==> src/rtl/nor_seq_pkg.sv <==
package nor_seq_pkg;

  typedef enum logic [1:0] {
    OP_RESET  = 2'd0,
    OP_PROG   = 2'd1,
    OP_BERASE = 2'd2,
    OP_CERASE = 2'd3
  } op_e;

  typedef enum logic [1:0] {
    S_IDLE,
    S_STROBE,
    S_WAIT,
    S_DONE
  } st_e;

  localparam logic [15:0] UNLOCK_HI = 16'h5555;
  localparam logic [15:0] UNLOCK_LO = 16'h2AAA;

  localparam logic [7:0] CODE_KEY1   = 8'hAA;
  localparam logic [7:0] CODE_KEY2   = 8'h55;
  localparam logic [7:0] CODE_ERSET  = 8'h80;
  localparam logic [7:0] CODE_PRSET  = 8'hA0;
  localparam logic [7:0] CODE_BLKCF  = 8'h30;
  localparam logic [7:0] CODE_CHIPCF = 8'h10;
  localparam logic [7:0] CODE_RDARR  = 8'hF0;

  function automatic logic [2:0] op_len(op_e op);
    case (op)
      OP_RESET: op_len = 3'd1;
      OP_PROG:  op_len = 3'd4;
      default:  op_len = 3'd6;
    endcase
  endfunction

endpackage

==> src/rtl/nor_gap_timer.sv <==
module nor_gap_timer #(
  parameter int GAP = 3
) (
  input  logic clk,
  input  logic rst_n,
  input  logic run,
  output logic expired
);
  localparam int CW = (GAP > 1) ? $clog2(GAP) : 1;
  localparam logic [CW-1:0] LAST = CW'(GAP - 1);

  logic [CW-1:0] cnt;

  assign expired = run && (cnt == LAST);

  always_ff @(posedge clk) begin
    if (!rst_n)                 cnt <= '0;
    else if (!run || expired)   cnt <= '0;
    else                        cnt <= cnt + 1'b1;
  end

  // wait counter never passes the programmed gap
  assert_gap_bound_R6: assert property (@(posedge clk) disable iff (!rst_n)
    cnt <= LAST);

  // counter restarts after each expiry
  assert_gap_restart_R6: assert property (@(posedge clk) disable iff (!rst_n)
    expired |=> cnt == '0);

endmodule

==> src/rtl/nor_blk_base.sv <==
module nor_blk_base #(
  parameter int PAGE_W = 4,
  parameter int OFS_W  = 15
) (
  input  logic              clk,
  input  logic              rst_n,
  input  logic [PAGE_W-1:0] page,
  input  logic [OFS_W-1:0]  ofs,
  output logic [OFS_W-1:0]  base
);
  localparam logic [OFS_W-1:0] EDGE_A = OFS_W'(1 << (OFS_W - 2));
  localparam logic [OFS_W-1:0] EDGE_B = OFS_W'(3 << (OFS_W - 3));
  localparam logic [OFS_W-1:0] EDGE_C = OFS_W'(1 << (OFS_W - 1));

  always_comb begin
    base = '0;
    if (page == '0) begin
      if (ofs >= EDGE_C)      base = EDGE_C;
      else if (ofs >= EDGE_B) base = EDGE_B;
      else if (ofs >= EDGE_A) base = EDGE_A;
    end
  end

  // the block base never lies above the target offset
  assert_base_below_R9: assert property (@(posedge clk) disable iff (!rst_n)
    base <= ofs);

endmodule

==> src/rtl/nor_cmd_table.sv <==
module nor_cmd_table
  import nor_seq_pkg::*;
#(
  parameter int OFS_W  = 15,
  parameter int DATA_W = 16
) (
  input  op_e               op,
  input  logic [2:0]        step,
  input  logic [OFS_W-1:0]  ofs,
  input  logic [OFS_W-1:0]  base,
  input  logic [DATA_W-1:0] wdata,
  output logic [OFS_W-1:0]  addr,
  output logic [DATA_W-1:0] data
);
  localparam int PADW = DATA_W - 8;

  function automatic logic [DATA_W-1:0] ext(logic [7:0] c);
    ext = {{PADW{1'b0}}, c};
  endfunction

  always_comb begin
    addr = ofs;
    data = '0;
    if (op == OP_RESET) begin
      addr = ofs;
      data = ext(CODE_RDARR);
    end else begin
      case (step)
        3'd0: begin addr = OFS_W'(UNLOCK_HI); data = ext(CODE_KEY1); end
        3'd1: begin addr = OFS_W'(UNLOCK_LO); data = ext(CODE_KEY2); end
        3'd2: begin
          addr = OFS_W'(UNLOCK_HI);
          data = (op == OP_PROG) ? ext(CODE_PRSET) : ext(CODE_ERSET);
        end
        3'd3: begin
          if (op == OP_PROG) begin addr = ofs; data = wdata; end
          else begin addr = OFS_W'(UNLOCK_HI); data = ext(CODE_KEY1); end
        end
        3'd4: begin addr = OFS_W'(UNLOCK_LO); data = ext(CODE_KEY2); end
        default: begin
          if (op == OP_CERASE) begin
            addr = OFS_W'(UNLOCK_HI); data = ext(CODE_CHIPCF);
          end else begin
            addr = base; data = ext(CODE_BLKCF);
          end
        end
      endcase
    end
  end

endmodule

==> src/rtl/nor_cmd_sequencer.sv <==
module nor_cmd_sequencer
  import nor_seq_pkg::*;
#(
  parameter int PAGE_W     = 4,
  parameter int OFS_W      = 15,
  parameter int DATA_W     = 16,
  parameter int GAP_CYCLES = 3
) (
  input  logic                    clk,
  input  logic                    rst_n,
  input  logic                    req_valid,
  output logic                    req_ready,
  input  logic [1:0]              req_op,
  input  logic [PAGE_W+OFS_W-1:0] req_addr,
  input  logic [DATA_W-1:0]       req_data,
  output logic [PAGE_W-1:0]       fl_page,
  output logic [OFS_W-1:0]        fl_addr,
  output logic [DATA_W-1:0]       fl_data,
  output logic                    fl_we,
  output logic                    done
);
  localparam int AW = PAGE_W + OFS_W;

  st_e               st;
  op_e               op_q;
  logic [PAGE_W-1:0] page_q;
  logic [OFS_W-1:0]  ofs_q;
  logic [DATA_W-1:0] data_q;
  logic [2:0]        step_q;
  logic [OFS_W-1:0]  blk_base;
  logic              gap_done;
  logic              accept;
  logic              last_step;

  assign accept    = req_valid && (st == S_IDLE);
  assign last_step = (step_q == op_len(op_q) - 3'd1);

  always_ff @(posedge clk) begin
    if (!rst_n) begin
      st     <= S_IDLE;
      op_q   <= OP_RESET;
      page_q <= '0;
      ofs_q  <= '0;
      data_q <= '0;
      step_q <= '0;
    end else begin
      case (st)
        S_IDLE: if (accept) begin
          op_q   <= op_e'(req_op);
          page_q <= req_addr[AW-1:OFS_W];
          ofs_q  <= req_addr[OFS_W-1:0];
          data_q <= req_data;
          step_q <= '0;
          st     <= S_STROBE;
        end
        S_STROBE: st <= S_WAIT;
        S_WAIT: if (gap_done) begin
          if (last_step) st <= S_DONE;
          else begin
            step_q <= step_q + 3'd1;
            st     <= S_STROBE;
          end
        end
        default: st <= S_IDLE;
      endcase
    end
  end

  nor_gap_timer #(.GAP(GAP_CYCLES)) u_gap (
    .clk     (clk),
    .rst_n   (rst_n),
    .run     (st == S_WAIT),
    .expired (gap_done)
  );

  nor_blk_base #(.PAGE_W(PAGE_W), .OFS_W(OFS_W)) u_base (
    .clk   (clk),
    .rst_n (rst_n),
    .page  (page_q),
    .ofs   (ofs_q),
    .base  (blk_base)
  );

  nor_cmd_table #(.OFS_W(OFS_W), .DATA_W(DATA_W)) u_tab (
    .op    (op_q),
    .step  (step_q),
    .ofs   (ofs_q),
    .base  (blk_base),
    .wdata (data_q),
    .addr  (fl_addr),
    .data  (fl_data)
  );

  assign req_ready = (st == S_IDLE);
  assign fl_we     = (st == S_STROBE);
  assign done      = (st == S_DONE);
  assign fl_page   = page_q;

  // accepted request produces a strobe in the next cycle
  assert_accept_strobe_R1: assert property (@(posedge clk) disable iff (!rst_n)
    (req_valid && req_ready) |=> fl_we);

  // write strobe lasts one clock
  assert_strobe_single_R6: assert property (@(posedge clk) disable iff (!rst_n)
    fl_we |=> !fl_we);

  // done is a single pulse followed by idle
  assert_done_pulse_R7: assert property (@(posedge clk) disable iff (!rst_n)
    done |=> (!done && req_ready));

  // never ready while writing
  assert_busy_blocks_R10: assert property (@(posedge clk) disable iff (!rst_n)
    fl_we |-> !req_ready);

  // page holds across a running operation
  assert_page_hold_R8: assert property (@(posedge clk) disable iff (!rst_n)
    !req_ready |=> $stable(fl_page));

endmodule

==> config.mk <==
export PLATFORM = sky130hd
export DESIGN_NAME = nor_cmd_sequencer
export DESIGN_NICKNAME = d
export VERILOG_FILES = /design/src/rtl/nor_seq_pkg.sv /design/src/rtl/nor_gap_timer.sv /design/src/rtl/nor_blk_base.sv /design/src/rtl/nor_cmd_table.sv /design/src/rtl/nor_cmd_sequencer.sv
export SDC_FILE = /design/constraint.sdc
export NUM_CORES = 1
export LEC_CHECK = 0
export ABC_AREA = 1
export BUFFER_PORTS_ARGS = -buffer_cell sky130_fd_sc_hd__buf_2
export CAP_MARGIN = 20
export CORE_MARGIN = 5
export CORE_UTILIZATION = 45
export DETAILED_ROUTE_END_ITERATION = 8
export MAX_ROUTING_LAYER = met4
export PLACE_DENSITY_LB_ADDON = 0.08
export SLEW_MARGIN = 10
export SYNTH_ARGS = -nofsm -noshare
export SYNTH_HDL_FRONTEND = slang
export SYNTH_HIERARCHICAL = 1
export SYNTH_SLANG_ARGS = --single-unit
==> constraint.sdc <==
create_clock -name clk -period 3.3 [get_ports clk]
set_clock_uncertainty 0.1 [all_clocks]
set_input_delay 0.33 -clock clk [delete_from_list [all_inputs] [get_ports clk]]
set_output_delay 0.33 -clock clk [all_outputs]
set_load 0.005 [all_outputs]
==> impl_metrics.csv, run 1 <==
group,metric,value,unit
worst_setup_path,cp_max_fo,13,
grt,grt_pass1_vias,2426,
power,ir_drop,0.244,mV
run,maxCapViolCount,0,
routing,drc,0,
timing,setup_viol,0,
clock_network,numClockSinks,44,
routing,wl,6360,µm
clock_network,root_buffer,"clkbuf_8",
clock_network,cts_hold_buffers,0,
worst_setup_path,crit_chain,"inv_1 > nor2_4 > nand2_4 > nand2_4 > nand2_1 > nand3_1 > buf_2",
yosys,yosysSeqAreaShare,0.331,
clock_network,cts_tree,"done",
floorplan,rows,28,
power,p_leak,0.00156,µW
grt,antenna_found_initial,0,
routing,dr.first_iter.drc_count,82,
routing,wl_per_cell,11.2,µm
clock_network,numCtsBuffers,5,
cells_and_area,syn2layout_area_growth,16.4,%
floorplan,num_io_pins,78,
grt,grt.overflow.total,0,
timing,hold_viol_final,0,
yosys,synth_warnings,6,
placed_design,place_ws,1.28,ns
worst_setup_path,reg2reg_depth,5,
clock_network,cts_resized,0,
grt,grt_max_degree,41,
timing,finalMaxSlewViolations,0,
timing,worst-slew-pin-transition,0.631,ns
worst_setup_path,cp.required,2.87,ns
placed_design,place_hpwl,4570,µm
timing,relSlewSlack,0.579,
worst_setup_path,rrSetupSlack,1.38,ns
cells_and_area,antenna_cells,0,
timing,rsz0062_at_grt,"false",
placed_design,gp_congestion,0.808,
clock_network,cts_buffer_depth,2,
timing,period_share,0.706,
floorplan,coreArea,5850,µm²
floorplan,start_util,0.455,
routing,first_pass_iters,4,
yosys,netlist_instances,422,
clock_network,insertion_delay,0.29,ns
yosys,mappedNetlistArea,2660,µm²
cells_and_area,nFillCells,640,
grt,grt_pass1_wl,10800,µm
worst_setup_path,start_kind,"flip-flop",
timing,worst_hold_slack,0.171,ns
power,finalPower,1420,µW
clock_network,cts_setup_buffers,0,
clock_network,clk_pin_slew,0.08,ns
cells_and_area,final_layout_size_suffix_gt1_frac,0.227,
floorplan,die_w,86.9,µm
yosys,synth-seq-cells,44,
timing,final.setup.tns,0,ns
timing,max_freq,0.430,GHz
worst_setup_path,slowest_stage,"dfxtp_1",
cells_and_area,fin_util,0.529,
status,status,"finished clean",
floorplan,dieHeight,86.9,µm
routing,num_vias,2599,
cells_and_area,num-nets-final,534,
timing,fin_ws,0.972,ns
worst_setup_path,cpMostUsedCell,"nand2_4",
min_path,whs_path_depth,3,
worst_setup_path,criticalPathCategory,"flip-flop to output port",
worst_setup_path,slowest_delay,0.73,ns
grt,grt_use_total,0.181,
min_path,hold_class,"primary input to flip-flop",
worst_setup_path,cp-end-kind,"output port",
yosys,syn_area_per_cell,6.31,µm²
worst_setup_path,cp.arrival,1.90,ns
power,powerDensity,459,nW/µm²
timing,period_needed,2.33,ns
routing,ant_nets,0,
clock_network,h-tree-depth,2,
routing,viasPerCell,4.58,
yosys,ys_types,28,
placed_design,io_buffer_count,77,
floorplan,die-area,7550,µm²
==> synthesized netlist by cell type <==
| cell type | count | area, µm² |
|---|---|---|
| nor2_1 | 101 | 379 |
| nand2_1 | 79 | 297 |
| inv_1 | 55 | 206 |
| dfxtp_1 | 44 | 881 |
| nand3_1 | 33 | 165 |
| o21ai_0 | 23 | 115 |
| o21ai_1 | 20 | 100 |
| buf_4 | 16 | 120 |
| a21oi_1 | 7 | 35.0 |
| nor2_2 | 6 | 37.5 |
| clkbuf_1 | 4 | 15.0 |
| inv_2 | 4 | 15.0 |
| nand2_2 | 4 | 25.0 |
| nand2_4 | 4 | 45.0 |
| buf_6 | 3 | 33.8 |
| nor2_4 | 3 | 33.8 |
| ha_1 | 2 | 25.0 |
| nand4_1 | 2 | 12.5 |
| nor2_8 | 2 | 40.0 |
| nor3_1 | 2 | 10.0 |
| buf_1 | 1 | 3.75 |
| buf_2 | 1 | 5.00 |
| clkinv_2 | 1 | 5.00 |
| conb_1 | 1 | 3.75 |
| inv_4 | 1 | 6.26 |
| nand4_4 | 1 | 21.3 |
| o21ai_4 | 1 | 16.3 |
| xnor2_1 | 1 | 8.76 |
==> layout make-up <==
cell class                      count  area [µm²]  area share
Timing Repair Buffer               77         385       0.124
Sequential cell                    44         881       0.284
Multi-Input combinational cell    303        1410       0.456
Clock inverter                      2        10.0     0.00323
Tap cell                           75        93.8      0.0303
Clock buffer                        6        82.6      0.0267
Inverter                           61         233      0.0752
==> placed cells by master (no fill, tap or decap) <==
cell type	count
a21oi_1	7
buf_2	77
clkbuf_8	6
clkinv_2	3
conb_1	12
dfxtp_1	44
ha_1	2
inv_1	55
inv_2	4
inv_4	1
nand2_1	79
nand2_2	4
nand2_4	4
nand3_1	33
nand4_1	2
nand4_4	1
nor2_1	101
nor2_2	6
nor2_4	3
nor2_8	2
nor3_1	2
o21ai_0	23
o21ai_1	20
o21ai_4	1
xnor2_1	1
==> sequential cells by signal, indices dropped and copies added (netlist names) <==
register,flops
st,2
ofs_q,15
data_q,16
fl_page,4
op_q,2
step_q,3
u_gap/cnt,2
==> cells by family after synthesis <==
logic type / share of synthesized area
flops: 0.331
xor+xnor: 0.00329
simple gates: 0.401
fa+ha+maj: 0.00940
buf+inv: 0.154
other cells: 0.00141
compound gates: 0.100
==> metal layers <==
| layer | track usage | share of wire | routed length (µm) | vias up |
|---|---|---|---|---|
| met1 | 0.236 | 0.49 | 3120 | 1131 |
| met2 | 0.293 | 0.45 | 2870 | 54 |
| li1 | - | - | - | 1410 |
| met5 | - | 0 | 0 | - |
| met3 | 0.0312 | 0.051 | 325 | 4 |
| met4 | 0.0425 | 0.0069 | 44 | 0 |
==> final timing paths <==
check	startpoint	to
worst max register to register	st[0]	data_q[12]
worst min register to register	u_gap/cnt[0]	u_gap/cnt[0]
worst max-delay path	op_q[0]	fl_addr[5]
worst min-delay path	req_data[2]	data_q[2]
==> worst max-delay path, delay by kind of cell (launching register included) <==
kind	cells	cell delay (ns)
simple gates	5	0.59
buf+inv	2	0.28
flops	1	0.73
==> power by group <==
group	leakage (µW)	internal, µW	switching, µW	total (µW)
combinational	0.00115	168	265	433
clock	0.0000510	167	178	346
sequential	0.000364	590	52.8	643
==> per-stage QoR <==
step | std cells | area [µm²]
2_1_floorplan | 433 | 2700
3_3_place_gp | 560 | 3000
3_5_place_dp | 560 | 3000
4_1_cts | 568 | 3100
5_1_grt | 568 | 3100
6_report | 568 | 3100
(Power assumes the default switching activity.)
==> run 2, diff against run 1 <==
--- a/config.mk
+++ b/config.mk
@@ -5,7 +5,7 @@
 export SDC_FILE = /design/constraint.sdc
 export NUM_CORES = 1
 export LEC_CHECK = 0
-export ABC_AREA = 1
+export ABC_AREA = 0
 export BUFFER_PORTS_ARGS = -buffer_cell sky130_fd_sc_hd__buf_2
 export CAP_MARGIN = 20
 export CORE_MARGIN = 5
==> constraint.sdc (replaced) <==
create_clock -name clk -period 2.4 [get_ports clk]
set_clock_uncertainty 0.1 [all_clocks]
set_input_delay 0.24 -clock clk [delete_from_list [all_inputs] [get_ports clk]]
set_output_delay 0.24 -clock clk [all_outputs]
set_load 0.005 [all_outputs]
==> run 2 against run 1 <==
Against the previous run: area after synthesis up 0.19%; final cell count down 18%; first-iteration DRC count rose by 48%; worst hold slack worse by 0.090 ns; utilization grew 1.3 points; flip-flop and latch count did not move; count of clock-buffer cells in the layout shrank 1; wire length decreased by 0.52%; non-clock buffer count increased by 10; critical endpoint is now fl_addr[14].
==> impl_metrics.csv, run 2 <==
group,metric,value,unit
routing,drc,0,
power,p_leak,0.00137,µW
floorplan,die-area,7560,µm²
worst_setup_path,slowest_stage,"or4_4",
timing,relSlewSlack,0.530,
floorplan,coreArea,5850,µm²
cells_and_area,final_layout_size_suffix_gt1_frac,0.305,
yosys,synth.most_common_cell,"nand2_1",
cells_and_area,fin_util,0.542,
cells_and_area,final_common_cell,"nand2_1",
power,p_comb_frac,0.236,
floorplan,rows,28,
grt,grt_pass1_wl,10700,µm
grt,grt_pass1_vias,2231,
status,status,"finished clean",
cells_and_area,antenna_cells,0,
yosys,synth_warnings,6,
placed_design,place_hpwl,4590,µm
power,finalPower,1850,µW
floorplan,dieHeight,87.0,µm
worst_setup_path,cp.required,2.06,ns
yosys,netlist.area_leader.share,0.330,
clock_network,cts_buffer_depth,2,
placed_design,io_buffer_count,77,
clock_network,numCtsBuffers,5,
cells_and_area,final_cell_mix,"82 x nand2_1, 77 x buf_2, 42 x dfxtp_1",
yosys,synthArstFlopShare,0,
worst_setup_path,cp_max_fo,3,
min_path,hold_class,"primary input to flip-flop",
timing,rsz0062_at_grt,"true",
worst_setup_path,cp.arrival,1.93,ns
placed_design,gp_congestion,0.826,
worst_setup_path,criticalPathCategory,"flip-flop to output port",
yosys,mappedNetlistArea,2670,µm²
clock_network,cts_tree,"done",
cells_and_area,ff_latch_area,883,µm²
cells_and_area,syn2layout_area_growth,18.9,%
timing,hold_viol_final,0,
floorplan,start_util,0.456,
timing,finalMaxSlewViolations,0,
worst_setup_path,slowest_delay,0.58,ns
yosys,synth_edf_count,0,
timing,period_share,0.944,
grt,antenna_found_initial,0,
floorplan,num_io_pins,78,
routing,dr.first_iter.drc_count,121,
routing,wl_per_cell,13.5,µm
power,powerDensity,583,nW/µm²
clock_network,clk_pin_slew,0.09,ns
routing,num_vias,2374,
yosys,netlist_instances,326,
cells_and_area,nFillCells,585,
timing,period_needed,2.27,ns
clock_network,h-tree-depth,2,
routing,wl,6330,µm
grt,grt_use_total,0.180,
clock_network,root_buffer,"clkbuf_8",
clock_network,cts_setup_buffers,0,
power,pwr-share-clk,0.308,
worst_setup_path,cpMostUsedCell,"o221ai_1",
yosys,syn_area_per_cell,8.18,µm²
floorplan,die_w,87.0,µm
timing,max_freq,0.441,GHz
cells_and_area,num-nets-final,434,
run,maxCapViolCount,0,
worst_setup_path,cp-end-kind,"output port",
yosys,yosysSeqAreaShare,0.330,
routing,first_pass_iters,4,
timing,worst-slew-pin-transition,0.705,ns
cells_and_area,largest_register_ffs,16,
cells_and_area,largest_register,"data_q",
yosys,synth_common_cells,"82 x nand2_1, 44 x dfxtp_1, 37 x a21boi_0",
power,switching_share,0.292,
power,seqPwrFrac,0.456,
grt,grt.overflow.total,0,
yosys,synth_flop_cell,"dfxtp_1",
grt,grt_max_degree,48,
cells_and_area,multi_input_area,1580,µm²
timing,setup_viol,0,
yosys,ys_types,48,
power,p_sw,540,µW
yosys,synth.top_cells.by_area,"dfxtp_1 33%, nand2_1 12%, a21boi_0 10%",
routing,viasPerCell,5.07,
worst_setup_path,crit_chain,"or4_4 > nor2_2 > o221ai_1 > o221ai_1 > o31a_1 > buf_2",
yosys,yosysTopAreaCell,"dfxtp_1",
power,ir_drop,0.356,mV
clock_network,insertion_delay,0.29,ns
power,cellInternalPower,1310,µW
yosys,synth-seq-cells,44,
routing,ant_nets,0,
worst_setup_path,start_kind,"flip-flop",
clock_network,numClockSinks,44,
## run 2: cell count changes in the layout (fill, tap and decap cells not counted), sizes merged, moves of 5 or more
cell    before  now
buf         77   87
nand2       87   82
mux2i        0    6
and2         0   11
nand3       33    2
a221o        0    7
o31a         0    8
o221ai       0   13
a21boi       0   38
o21ai       44    3
inv         60    4
nor2       112   19
nor2b        0    5
## run 2: cell type report
class,instances,share of cell area
clock inverter,3,0.0134
timing repair buffer,87,0.153
tap,75,0.0296
sequential,44,0.279
multi-input combinational,250,0.499
clock buffer,5,0.0217
inverter,4,0.00474
## run 2: worst max-delay path: cells and delay by family (launching register included)
kind            cells  cell delay, ns
buf+inv             1            0.12
compound gates      3            0.49
simple gates        2            0.70
flops               1            0.33
## run 2: what timing repair did
item,4_1_cts,5_1_grt
endpoints found under the setup margin,0,25
endpoints found under the hold margin,0,0
hold buffers,0,0
resized for setup,0,5
## run 2: layer usage
metal	vias up	global-route usage	share of wire
li1	1232	-	-
met1	1090	0.250	0.47
met2	50	0.270	0.47
met3	2	0.0303	0.052
met4	0	0.0467	0.0046
met5	-	-	0
## run 2: cells by family after synthesis
kind of cell / count (synthesis) / synth area share
and+or+nand+nor: 141 / 0.265
AOI/OAI and AO/OA: 87 / 0.264
DFF: 44 / 0.330
buffers and inverters: 43 / 0.0976
muxes: 6 / 0.0225
adders and majority gates: 2 / 0.00938
xor gates and xnor gates: 2 / 0.00939
other: 1 / 0.00141
## run 2: metrics by stage
step | instances | cell area (µm²) | worst slack, ns | hold WS (ns) | setup TNS (ns)
finish | 468 | 3170 | 0.134 | 0.0811 | 0
CTS | 468 | 3150 | 0.0276 | 0.0726 | 0
global route | 468 | 3170 | -0.00751 | 0.0731 | -0.00751
global placement | 460 | 3040 | 0.387 | 0.348 | 0
detailed placement | 460 | 3040 | 0.368 | 0.357 | 0
floorplan | 337 | 2710 | 0.559 | 0.285 | 0
## run 2: final timing paths
kind | cells past startpoint | endpoint | slack [ns] | startpoint
max | 6 | fl_addr[14] | 0.13 | fl_page[1]
min | 3 | fl_page[0] | 0.08 | req_addr[15]
max reg2reg | 5 | step_q[2] | 0.58 | st[1]
min reg2reg | 2 | data_q[10] | 0.37 | data_q[10]
## run 2: power groups by stage
stage / Combinational [µW] / Sequential [µW] / Clock (µW)
after global placement: 437 / 859 / 0
after global routing: 492 / 854 / 621
after CTS: 442 / 843 / 594
after floorplan: 320 / 838 / 0
final: 436 / 843 / 569
after detailed placement: 441 / 860 / 0
==> run 3, diff against run 2 <==
--- a/config.mk
+++ b/config.mk
@@ -8,6 +8,7 @@
 export ABC_AREA = 0
 export BUFFER_PORTS_ARGS = -buffer_cell sky130_fd_sc_hd__buf_2
 export CAP_MARGIN = 20
+export CORE_ASPECT_RATIO = 0.7
 export CORE_MARGIN = 5
 export CORE_UTILIZATION = 45
 export DETAILED_ROUTE_END_ITERATION = 8
==> constraint.sdc (replaced) <==
create_clock -name clk -period 2.4 [get_ports clk]
set_clock_uncertainty 0.1 [all_clocks]
set_input_delay 0.36 -clock clk [delete_from_list [all_inputs] [get_ports clk]]
set_output_delay 0.36 -clock clk [all_outputs]
set_load 0.005 [all_outputs]
==> run 3 against run 2 <==
Against the previous run: clock power up 16%; highest routed layer unchanged; register-to-register slack worse by 0.07 ns; global-route usage up 0.35 points; die area up 0.32%; count of clock-buffer cells in the layout unchanged; largest cell class unchanged; worst hold slack better by 0.12 ns; utilization up 1.7 points; wire length up 1.7%; critical endpoint is now fl_addr[12].
==> impl_metrics.csv, run 3 (same netlist as run 2, synthesis figures left out) <==
group,metric,value,unit
status,status,"finished clean",
clock_network,numCtsBuffers,5,
timing,max_freq,0.422,GHz
clock_network,cts_hold_buffers,0,
worst_setup_path,cp_max_fo,3,
cells_and_area,final_cell_mix,"82 x nand2_1, 77 x buf_2, 41 x dfxtp_1",
power,p_leak,0.00138,µW
placed_design,io_buffer_count,77,
routing,dr.first_iter.drc_count,92,
worst_setup_path,cp-startpoint,"fl_page[1]",
grt,grt.overflow.total,0,
worst_setup_path,start_kind,"flip-flop",
cells_and_area,antenna_cells,0,
clock_network,numClockSinks,44,
floorplan,rows,23,
timing,hold_viol_final,0,
worst_setup_path,cp.arrival,1.91,ns
floorplan,die_w,102,µm
clock_network,cts_tree,"done",
min_path,hp-start,"req_data[8]",
timing,worst-slew-pin-transition,0.696,ns
placed_design,place_hpwl,4640,µm
timing,setup_viol,0,
placed_design,gp_congestion,0.847,
grt,grt_pass1_vias,2228,
routing,first_pass_iters,4,
grt,grt_use_total,0.183,
routing,ant_nets,0,
worst_setup_path,criticalPathCategory,"flip-flop to output port",
worst_setup_path,cp-end-kind,"output port",
clock_network,clk_pin_slew,0.08,ns
cells_and_area,largest_register,"data_q",
min_path,hold_class,"primary input to flip-flop",
worst_setup_path,cp.required,1.94,ns
power,ir_drop,0.263,mV
timing,finalMaxSlewViolations,0,
routing,viasPerCell,5.08,
timing,final.setup.tns,0,ns
timing,relSlewSlack,0.536,
routing,num_vias,2377,
clock_network,h-tree-depth,2,
floorplan,num_io_pins,78,
run,maxCapViolCount,0,
placed_design,place_inst,461,
timing,rsz0062_at_grt,"true",
clock_network,cts_setup_buffers,0,
clock_network,root_buffer,"clkbuf_8",
routing,wl_per_cell,13.8,µm
clock_network,insertion_delay,0.29,ns
routing,wl,6440,µm
grt,antenna_found_initial,0,
timing,period_share,0.987,
cells_and_area,num-nets-final,435,
floorplan,die-area,7590,µm²
grt,grt_max_degree,48,
cells_and_area,fin_util,0.558,
grt,grt_pass1_wl,10800,µm
worst_setup_path,rrSetupSlack,0.51,ns
cells_and_area,syn2layout_area_growth,19.9,%
timing,period_needed,2.37,ns
worst_setup_path,crit-reg2reg-launch,"st[1]",
cells_and_area,final_common_cell,"nand2_1",
cells_and_area,final_layout_size_suffix_gt1_frac,0.308,
cells_and_area,nFillCells,560,
floorplan,coreArea,5730,µm²
clock_network,cts_buffer_depth,2,
floorplan,start_util,0.466,
floorplan,dieHeight,74.4,µm
cells_and_area,largest_register_ffs,16,
routing,drc,0,
cells_and_area,layout.cells.non_filler,468,
power,powerDensity,608,nW/µm²
## run 3: changes by cell type in the layout (fill, tap and decap cells not counted), sizes merged
cell | before | now
clkinvlp | 1 | 0
clkinv | 1 | 0
buf | 87 | 88
bufinv | 1 | 2
## run 3: power breakdown
group	switching [µW]	internal (µW)	total, µW	leakage [µW]
registers	49.2	789	839	0.000362
logic	234	212	447	0.000958
clock network	251	410	660	0.0000642
## run 3: path summary, 6_finish.rpt
kind / endpoint / cells past startpoint
hold reg to reg: data_q[9] / 2
setup reg to reg: step_q[2] / 5
hold / removal: data_q[8] / 3
setup / recovery: fl_addr[12] / 6
## run 3: cell type report
cell class / count / area [µm²] / area share
clock inverter: 2 / 60.1 / 0.0188
sequential: 44 / 885 / 0.277
multi-input combinational: 250 / 1580 / 0.495
inverter: 4 / 15.0 / 0.00469
tap: 75 / 93.8 / 0.0293
timing repair buffer: 88 / 493 / 0.154
clock buffer: 5 / 68.8 / 0.0215
## run 3: worst max-delay path: stages (launching register included)
cell and delay, ns:
dfxtp_2 0.33, or4_4 0.58, nor3_4 0.15, o221ai_1 0.14, o221ai_1 0.16, o31a_1 0.15
buf_2 0.10
## run 3: metal layers
metal | GRT usage | part of all wire | vias to the layer above
li1 | - | - | 1236
met1 | 0.254 | 0.50 | 1067
met2 | 0.263 | 0.41 | 65
met3 | 0.0497 | 0.080 | 9
met4 | 0.0495 | 0.012 | 0
met5 | - | 0 | -
## run 3: what timing repair did
action | 4_1_cts | 5_1_grt
endpoints found under the setup margin | 22 | 9
resized for setup | 2 | 5
pin swaps | 2 | 3
## run 3: metrics by stage
stage               instance area, µm²  power [µW]  hold slack (ns)  setup WS (ns)
global placement                  3050        1300            0.347          0.291
global route                      3200        2060            0.204        -0.0643
floorplan                         2710        1160            0.338          0.439
detailed placement                3050        1300            0.354          0.217
CTS                               3190        1980            0.193       0.000481
finish                            3200        1950            0.206         0.0320
